--- config.mk ---
export PLATFORM = sky130hd
export DESIGN_NAME = keyed_cfg_regs
export DESIGN_NICKNAME = d
export VERILOG_FILES = /design/src/rtl/cfg_pkg.sv /design/src/rtl/cfg_addr_decode.sv /design/src/rtl/cfg_status_reg.sv /design/src/rtl/cfg_keyed_reg.sv /design/src/rtl/cfg_read_port.sv /design/src/rtl/keyed_cfg_regs.sv
export SDC_FILE = /design/constraint.sdc
export NUM_CORES = 1
export LEC_CHECK = 0
export BUFFER_PORTS_ARGS = -buffer_cell sky130_fd_sc_hd__buf_2
export CAP_MARGIN = 25
export CORE_UTILIZATION = 30
export DETAILED_ROUTE_END_ITERATION = 16
export HOLD_SLACK_MARGIN = 0.02
export PLACE_DENSITY = 0.57
export SLEW_MARGIN = 25
export SYNTH_ARGS = -nofsm -noshare
export SYNTH_HDL_FRONTEND = slang
export SYNTH_SLANG_ARGS = --single-unit
--- constraint.sdc ---
create_clock -name clk -period 2 [get_ports clk]
set_input_delay 0.4 -clock clk [delete_from_list [all_inputs] [get_ports clk]]
set_output_delay 0.4 -clock clk [all_outputs]
set_load 0.02 [all_outputs]
--- src/rtl/cfg_pkg.sv ---
package cfg_pkg;

    // Which register a bus address selects
    typedef enum logic [1:0] {
        SEL_NONE = 2'd0,
        SEL_MODE = 2'd1,
        SEL_STAT = 2'd2
    } reg_sel_e;

    // Positions of the mode fields that leave the block
    localparam int unsigned MODE_DDR_BIT   = 0;
    localparam int unsigned MODE_RANGE_BIT = 1;

    // Value the mode register takes after a keyed write
    function automatic logic [7:0] keyed_next(
        input logic [7:0] wr_byte,
        input logic [7:0] cur_mode,
        input logic [7:0] cur_stat
    );
        return wr_byte ^ cur_mode ^ cur_stat;
    endfunction

endpackage

--- src/rtl/cfg_addr_decode.sv ---
module cfg_addr_decode
    import cfg_pkg::*;
#(
    parameter int unsigned        ADDR_W    = 8,
    parameter logic [ADDR_W-1:0]  MODE_ADDR = 8'h74,
    parameter logic [ADDR_W-1:0]  STAT_ADDR = 8'h75
) (
    input  logic [ADDR_W-1:0] addr,
    output reg_sel_e          sel
);
    always_comb begin
        if (addr == MODE_ADDR)      sel = SEL_MODE;
        else if (addr == STAT_ADDR) sel = SEL_STAT;
        else                        sel = SEL_NONE;
    end
endmodule

--- src/rtl/cfg_status_reg.sv ---
module cfg_status_reg #(
    parameter int unsigned DATA_W = 8
) (
    input  logic              clk,
    input  logic              rst_n,
    input  logic [DATA_W-1:0] status_in,
    output logic [DATA_W-1:0] stat_val
);
    typedef struct packed {
        logic [DATA_W-1:0] stat;
    } stat_state_t;

    stat_state_t st_d, st_q;

    // The bus has no path into this register; it only follows status_in.
    always_comb begin
        st_d      = st_q;
        st_d.stat = status_in;
    end

    always_ff @(posedge clk) begin
        if (!rst_n) st_q <= '0;
        else        st_q <= st_d;
    end

    assign stat_val = st_q.stat;
endmodule

--- src/rtl/cfg_keyed_reg.sv ---
module cfg_keyed_reg
    import cfg_pkg::*;
#(
    parameter int unsigned DATA_W = 8
) (
    input  logic              clk,
    input  logic              rst_n,
    input  logic              wr_en,
    input  logic [DATA_W-1:0] wr_data,
    input  logic [DATA_W-1:0] stat_val,
    output logic [DATA_W-1:0] mode_val
);
    typedef struct packed {
        logic [DATA_W-1:0] mode;
    } mode_state_t;

    mode_state_t md_d, md_q;

    always_comb begin
        md_d = md_q;
        if (wr_en) begin
            // Each bit slice follows the same keyed update
            for (int unsigned b = 0; b < DATA_W; b += 8) begin
                md_d.mode[b +: 8] = keyed_next(wr_data[b +: 8],
                                               md_q.mode[b +: 8],
                                               stat_val[b +: 8]);
            end
        end
    end

    always_ff @(posedge clk) begin
        if (!rst_n) md_q <= '0;
        else        md_q <= md_d;
    end

    assign mode_val = md_q.mode;
endmodule

--- src/rtl/cfg_read_port.sv ---
module cfg_read_port
    import cfg_pkg::*;
#(
    parameter int unsigned DATA_W = 8
) (
    input  logic              clk,
    input  logic              rst_n,
    input  logic              rd_en,
    input  reg_sel_e          sel,
    input  logic [DATA_W-1:0] mode_val,
    input  logic [DATA_W-1:0] stat_val,
    output logic [DATA_W-1:0] rdata
);
    typedef struct packed {
        logic [DATA_W-1:0] rdata;
    } rd_state_t;

    rd_state_t rd_d, rd_q;

    always_comb begin
        rd_d = rd_q;
        if (rd_en) begin
            unique case (sel)
                SEL_MODE: rd_d.rdata = mode_val;
                SEL_STAT: rd_d.rdata = stat_val;
                default:  rd_d.rdata = '0;
            endcase
        end
    end

    always_ff @(posedge clk) begin
        if (!rst_n) rd_q <= '0;
        else        rd_q <= rd_d;
    end

    assign rdata = rd_q.rdata;
endmodule

--- src/rtl/keyed_cfg_regs.sv ---
module keyed_cfg_regs
    import cfg_pkg::*;
#(
    parameter int unsigned        ADDR_W    = 8,
    parameter int unsigned        DATA_W    = 8,
    parameter logic [ADDR_W-1:0]  MODE_ADDR = 8'h74,
    parameter logic [ADDR_W-1:0]  STAT_ADDR = 8'h75
) (
    input  logic              clk,
    input  logic              rst_n,
    input  logic [ADDR_W-1:0] bus_addr,
    input  logic [DATA_W-1:0] bus_wdata,
    input  logic              bus_wr,
    input  logic              bus_rd,
    output logic [DATA_W-1:0] bus_rdata,
    input  logic [DATA_W-1:0] status_in,
    output logic              ddr_en,
    output logic              clk_range_fast
);
    reg_sel_e          sel;
    logic [DATA_W-1:0] mode_val;
    logic [DATA_W-1:0] stat_val;
    logic              mode_wr;

    cfg_addr_decode #(
        .ADDR_W   (ADDR_W),
        .MODE_ADDR(MODE_ADDR),
        .STAT_ADDR(STAT_ADDR)
    ) u_dec (
        .addr(bus_addr),
        .sel (sel)
    );

    assign mode_wr = bus_wr && (sel == SEL_MODE);

    cfg_status_reg #(.DATA_W(DATA_W)) u_stat (
        .clk      (clk),
        .rst_n    (rst_n),
        .status_in(status_in),
        .stat_val (stat_val)
    );

    cfg_keyed_reg #(.DATA_W(DATA_W)) u_mode (
        .clk     (clk),
        .rst_n   (rst_n),
        .wr_en   (mode_wr),
        .wr_data (bus_wdata),
        .stat_val(stat_val),
        .mode_val(mode_val)
    );

    cfg_read_port #(.DATA_W(DATA_W)) u_rd (
        .clk     (clk),
        .rst_n   (rst_n),
        .rd_en   (bus_rd),
        .sel     (sel),
        .mode_val(mode_val),
        .stat_val(stat_val),
        .rdata   (bus_rdata)
    );

    assign ddr_en         = mode_val[MODE_DDR_BIT];
    assign clk_range_fast = mode_val[MODE_RANGE_BIT];
endmodule

[Word level (Yosys, flattened, before mapping)]
Index checks and enable logic that the tools add are counted.
Storage, ports and cells
  input bits: 28
  output and inout bits: 10
  bits in registers: 24
Cells by class
  reductions and logical operators: 1
  bitwise logic cells: 2
  mux-type cells: 3
  equality and inequality tests: 4
Operators with widths (number)
  $eq 8x7->1 const B: 2
  $pmux 8 s2: 1
  $xor 8x8->8: 2
  $mux 2: 2
  $eq 2x1->1 const B: 1
  $eq 2x2->1 const B: 1
  $logic_and 1x1->1: 1

[Longest topological paths before layout]
  word-level depth: 5
  gate-level depth with buffers: 5

[Cells and area by module]
From an unflattened synthesis, not the netlist that was laid out.
Unflattened totals
  cells, all modules: 112
  area total of the unflattened synthesis: 1081.0 um^2
By module, submodules not included
  cfg_keyed_reg: times used 1, cells an instance 50, seq. area each 160.2 um^2, area each 440.4 um^2
  cfg_read_port: times used 1, cells an instance 40, seq. area each 160.2 um^2, area each 390.4 um^2
  cfg_status_reg: times used 1, cells an instance 16, seq. area each 160.2 um^2, area each 210.2 um^2
  cfg_addr_decode: times used 1, cells an instance 5, seq. area each 0.0 um^2, area each 31.3 um^2
  keyed_cfg_regs: times used 1, cells an instance 1, seq. area each 0.0 um^2, area each 8.8 um^2

[Least setup slack after synthesis]
OpenSTA, ideal clock, no wires.
  kind: input to register
  start point: input port bus_addr[1]
  end point: register u_mode.md_q (netlist bit u_mode.mode_val[0])
  arrival time: 1.395 ns
  path slack: 0.533 ns
  stages on the path: 4
  cells stage by stage: or3b_1 > buf_6 > nor4_2 > mux2i_1
On the way
  longest elaborated chain between the ends: 5
Ends and longest elaborated chain
  start: declaration: RTL line keyed_cfg_regs.sv:11  | input logic [ADDR_W-1:0] bus_addr,
  $eq 8x7->1: RTL line cfg_addr_decode.sv:13  | else if (addr == STAT_ADDR) sel = SEL_STAT;
  $mux 2: RTL line cfg_addr_decode.sv:13
  $mux 2 (*): RTL line cfg_addr_decode.sv:12  | if (addr == MODE_ADDR) sel = SEL_MODE;
  $eq 2x1->1 (*): RTL line keyed_cfg_regs.sv:34  | assign mode_wr = bus_wr && (sel == SEL_MODE);
  $logic_and 1x1->1 (*): RTL line keyed_cfg_regs.sv:34
  end signal: assignment: RTL line cfg_keyed_reg.sv:33  | else md_q <= md_d;
  end: declaration: RTL line cfg_keyed_reg.sv:17  | mode_state_t md_d, md_q;
Mark *: on every way between the ends. The rest lies on a longest branch, timed or not.
A chain may end at the register's enable or synchronous reset.

[Final worst setup path]
  start point: input port bus_addr[1]
  end point: register u_mode.md_q (netlist bit u_mode.mode_val[2])
The elaborated chain is that of the path after synthesis.

==> results.cfg <==
[floorplan]
die_h_um = 65.34
rows = 22
core-area_um2 = 3744
die_area_um2 = 4269
die_x_um = 65.34
io_pins = 38
start_util_pct = 32.15

[global_route]
grtUsageMet3_pct = 3.993
grt_busiest_layer = met2
grtUsageMet1_pct = 15.25
use_met2_pct = 20.75
grt_start_max_net_pins = 33
grt_pass1_wl_um = 4036
grt_remaining_overflow = 0
grt_pass1_vias = 904
track_usage_pct = 12.43
antenna_found_initial = 0

[detailed_routing]
route.detailed.drc = 0
dr.first_iter.drc_count = 24
wire_per_inst_um = 12.56
wl_um = 2487
routed_via_density = 4.490
antenna_left = 0
vias = 889
firstDrtPassIters = 4

[power_and_ir_drop]
ir_worst_vdd_v = 0.0004008
p_leak_uw = 0.0005666
p_per_area_nw_per_um2 = 629.7

[timing]
skew_ns = 0.004221
tightestPinTransition_ns = 0.4890
setup_viol = 0
slew-limit-headroom_pct = 67.40
period_needed_ns = 1.496
rsz0062_at_grt = false
fin_ws_ns = 0.5039
fmax_ghz = 0.6684
hold_ws_ns = 0.3344
tns_ns = 0
hold_viol_final = 0
fin_crit_sh_pct = 74.80
slew_violations = 0

[clocking]
cts_sinks = 24
worstSkewPairLatency_ns = 0.26
clockBufferDepth = 2
clockRootBuffer = clkbuf_8
cts.clk_slew.worst_paths_ns = 0.08
cts_hold_buf = 0
postCtsResizedCells = 0
htree_levels = 1
cts_tree = built
post-cts-setup-buffers = 0
cts_made_buffers = 3

[synthesis]
ys_seq_area_share_pct = 39.92
synthFlopType = dfxtp_1
ys_ff_latch = 24
synthTopCellsByArea = dfxtp_1 (40%), nand2b_1 (8.8%), nor4_2 (8.3%)
syn_area_um2 = 1204
synth_most_common_cell = dfxtp_1
post_synth.cell_area_avg_um2 = 10.29
synth_cells = 117
synth_top_area_cell = dfxtp_1
netlist.area_leader.share_pct = 39.92
async_flop_share_pct = 0
yosysWarnings = 0
syn_nets = 145
synth-edff-count = 0
netlist_top_cells_count = dfxtp_1 (24), nand2b_1 (17)
synth_cell_types = 17

[critical_path]
crit_fanout = 8
worst-path-stages = 4
max_stage_delay_ns = 0.57
worstReg2RegStart = u_stat.stat_val[2]
slowest_stage = or3b_1
r2r_end = u_mode.mode_val[2]
crit_path_end_kind = register
cp_top_family = simple AND/OR/NAND/NOR gates
r2r_slack_ns = 1.05
crit_end = u_mode.mode_val[2]
start_kind = primary input
path_buf_inv = 1
arrival_ns = 1.69
worstSetupStartpoint = bus_addr[1]
path_class = primary input to register
rr_worst_depth = 3
crit_required_ns = 2.20
crit_chain = buf_2, or3b_1, nor4_2, mux2i_1

[place]
globalplace.congestion = 0.6771
post-dp-hpwl_um = 1863
numPortBuffers = 37
dp_slack_ns = 0.2279

[cells_and_area]
utilization_pct = 39.10
drive_gt1_share_pct = 39.33
fillers = 404
layout.nets = 179
antenna_cells = 0
area_delta_synth_final_pct = 21.62

[outcome]
status = complete, no violations

[flow_run]
drv_cap = 0

[min_path]
hp-class = primary input to register
[per-stage QoR]
stage          power [µW]  cell area (µm²)  instances
6_report            921.8             1464        198
5_1_grt             964.6             1464        198
4_1_cts             936.7             1464        198
3_5_place_dp        607.0             1409        194
3_3_place_gp        605.3             1409        194
2_1_floorplan       568.1             1204        117
[cell usage in the layout, fill, tap and decap left out, types with 4 or more instances in the layout]
| cell type | netlist | final |
|---|---|---|
| nand2b_1 | 17 | 17 |
| a21boi_1 | 8 | 8 |
| clkbuf_8 | 0 | 4 |
| dfxtp_1 | 24 | 24 |
| buf_2 | 2 | 37 |
| xnor2_1 | 8 | 8 |
| mux2i_1 | 8 | 8 |
| nand2_1 | 8 | 8 |
| and2_1 | 8 | 8 |
| mux2_2 | 8 | 8 |
| nor4_2 | 8 | 8 |
| nand4_1 | 8 | 8 |
[logic make-up after synthesis]
kind of cell    count (synthesis)  share of synthesized area (%)
xor+xnor                        8                          5.821
compound gates                  8                          4.990
simple gates                   53                          31.81
buf+inv                         8                          3.327
mux                            16                          14.14
flops                          24                          39.92
[layer usage]
layer / vias to the layer above / share of wire, % / wire length [µm]
li1: 472 / - / -
met1: 392 / 49 / 1221
met2: 23 / 45 / 1128
met3: 2 / 4.9 / 121
met4: 0 / 0.68 / 17
met5: - / 0 / 0
[cell type report]
type	count	area (µm²)	share of cell area, %
sequential	24	480.5	32.82
timing repair buffer	37	185.2	12.65
tap	48	60.06	4.103
clock buffer	4	55.05	3.761
multi-input combinational	85	683.2	46.67
[worst min path at each step]
stage / from / endpoint / cells past startpoint
final: status_in[6] / u_stat.stat_val[6] / 2
after global routing: status_in[4] / u_stat.stat_val[4] / 2
after CTS: status_in[6] / u_stat.stat_val[6] / 2
after detailed placement: u_rd.rdata[6] / u_rd.rdata[6] / 2
after global placement: u_mode.mode_val[5] / u_mode.mode_val[5] / 2
after floorplan: u_mode.mode_val[2] / u_mode.mode_val[2] / 2
[power breakdown]
group,internal (µW),total [µW],switching (µW)
Clock,176,327,151
Sequential,486,492,5.92
Combinational,51.2,103,51.8
[registers in the layout (all words and copies together), names as in the netlist]
| register | cells |
|---|---|
| u_mode.mode_val | 8 |
| u_rd.rdata | 8 |
| u_stat.stat_val | 8 |
[worst register-to-register path, delay by kind of cell, from the launching register on]
family | cells | cell delay, ns
xor gates and xnor gates | 1 | 0.14
muxes | 1 | 0.22
DFF | 1 | 0.32
and+or+nand+nor | 1 | 0.20
No activity file was read; power rests on OpenSTA's default activity.
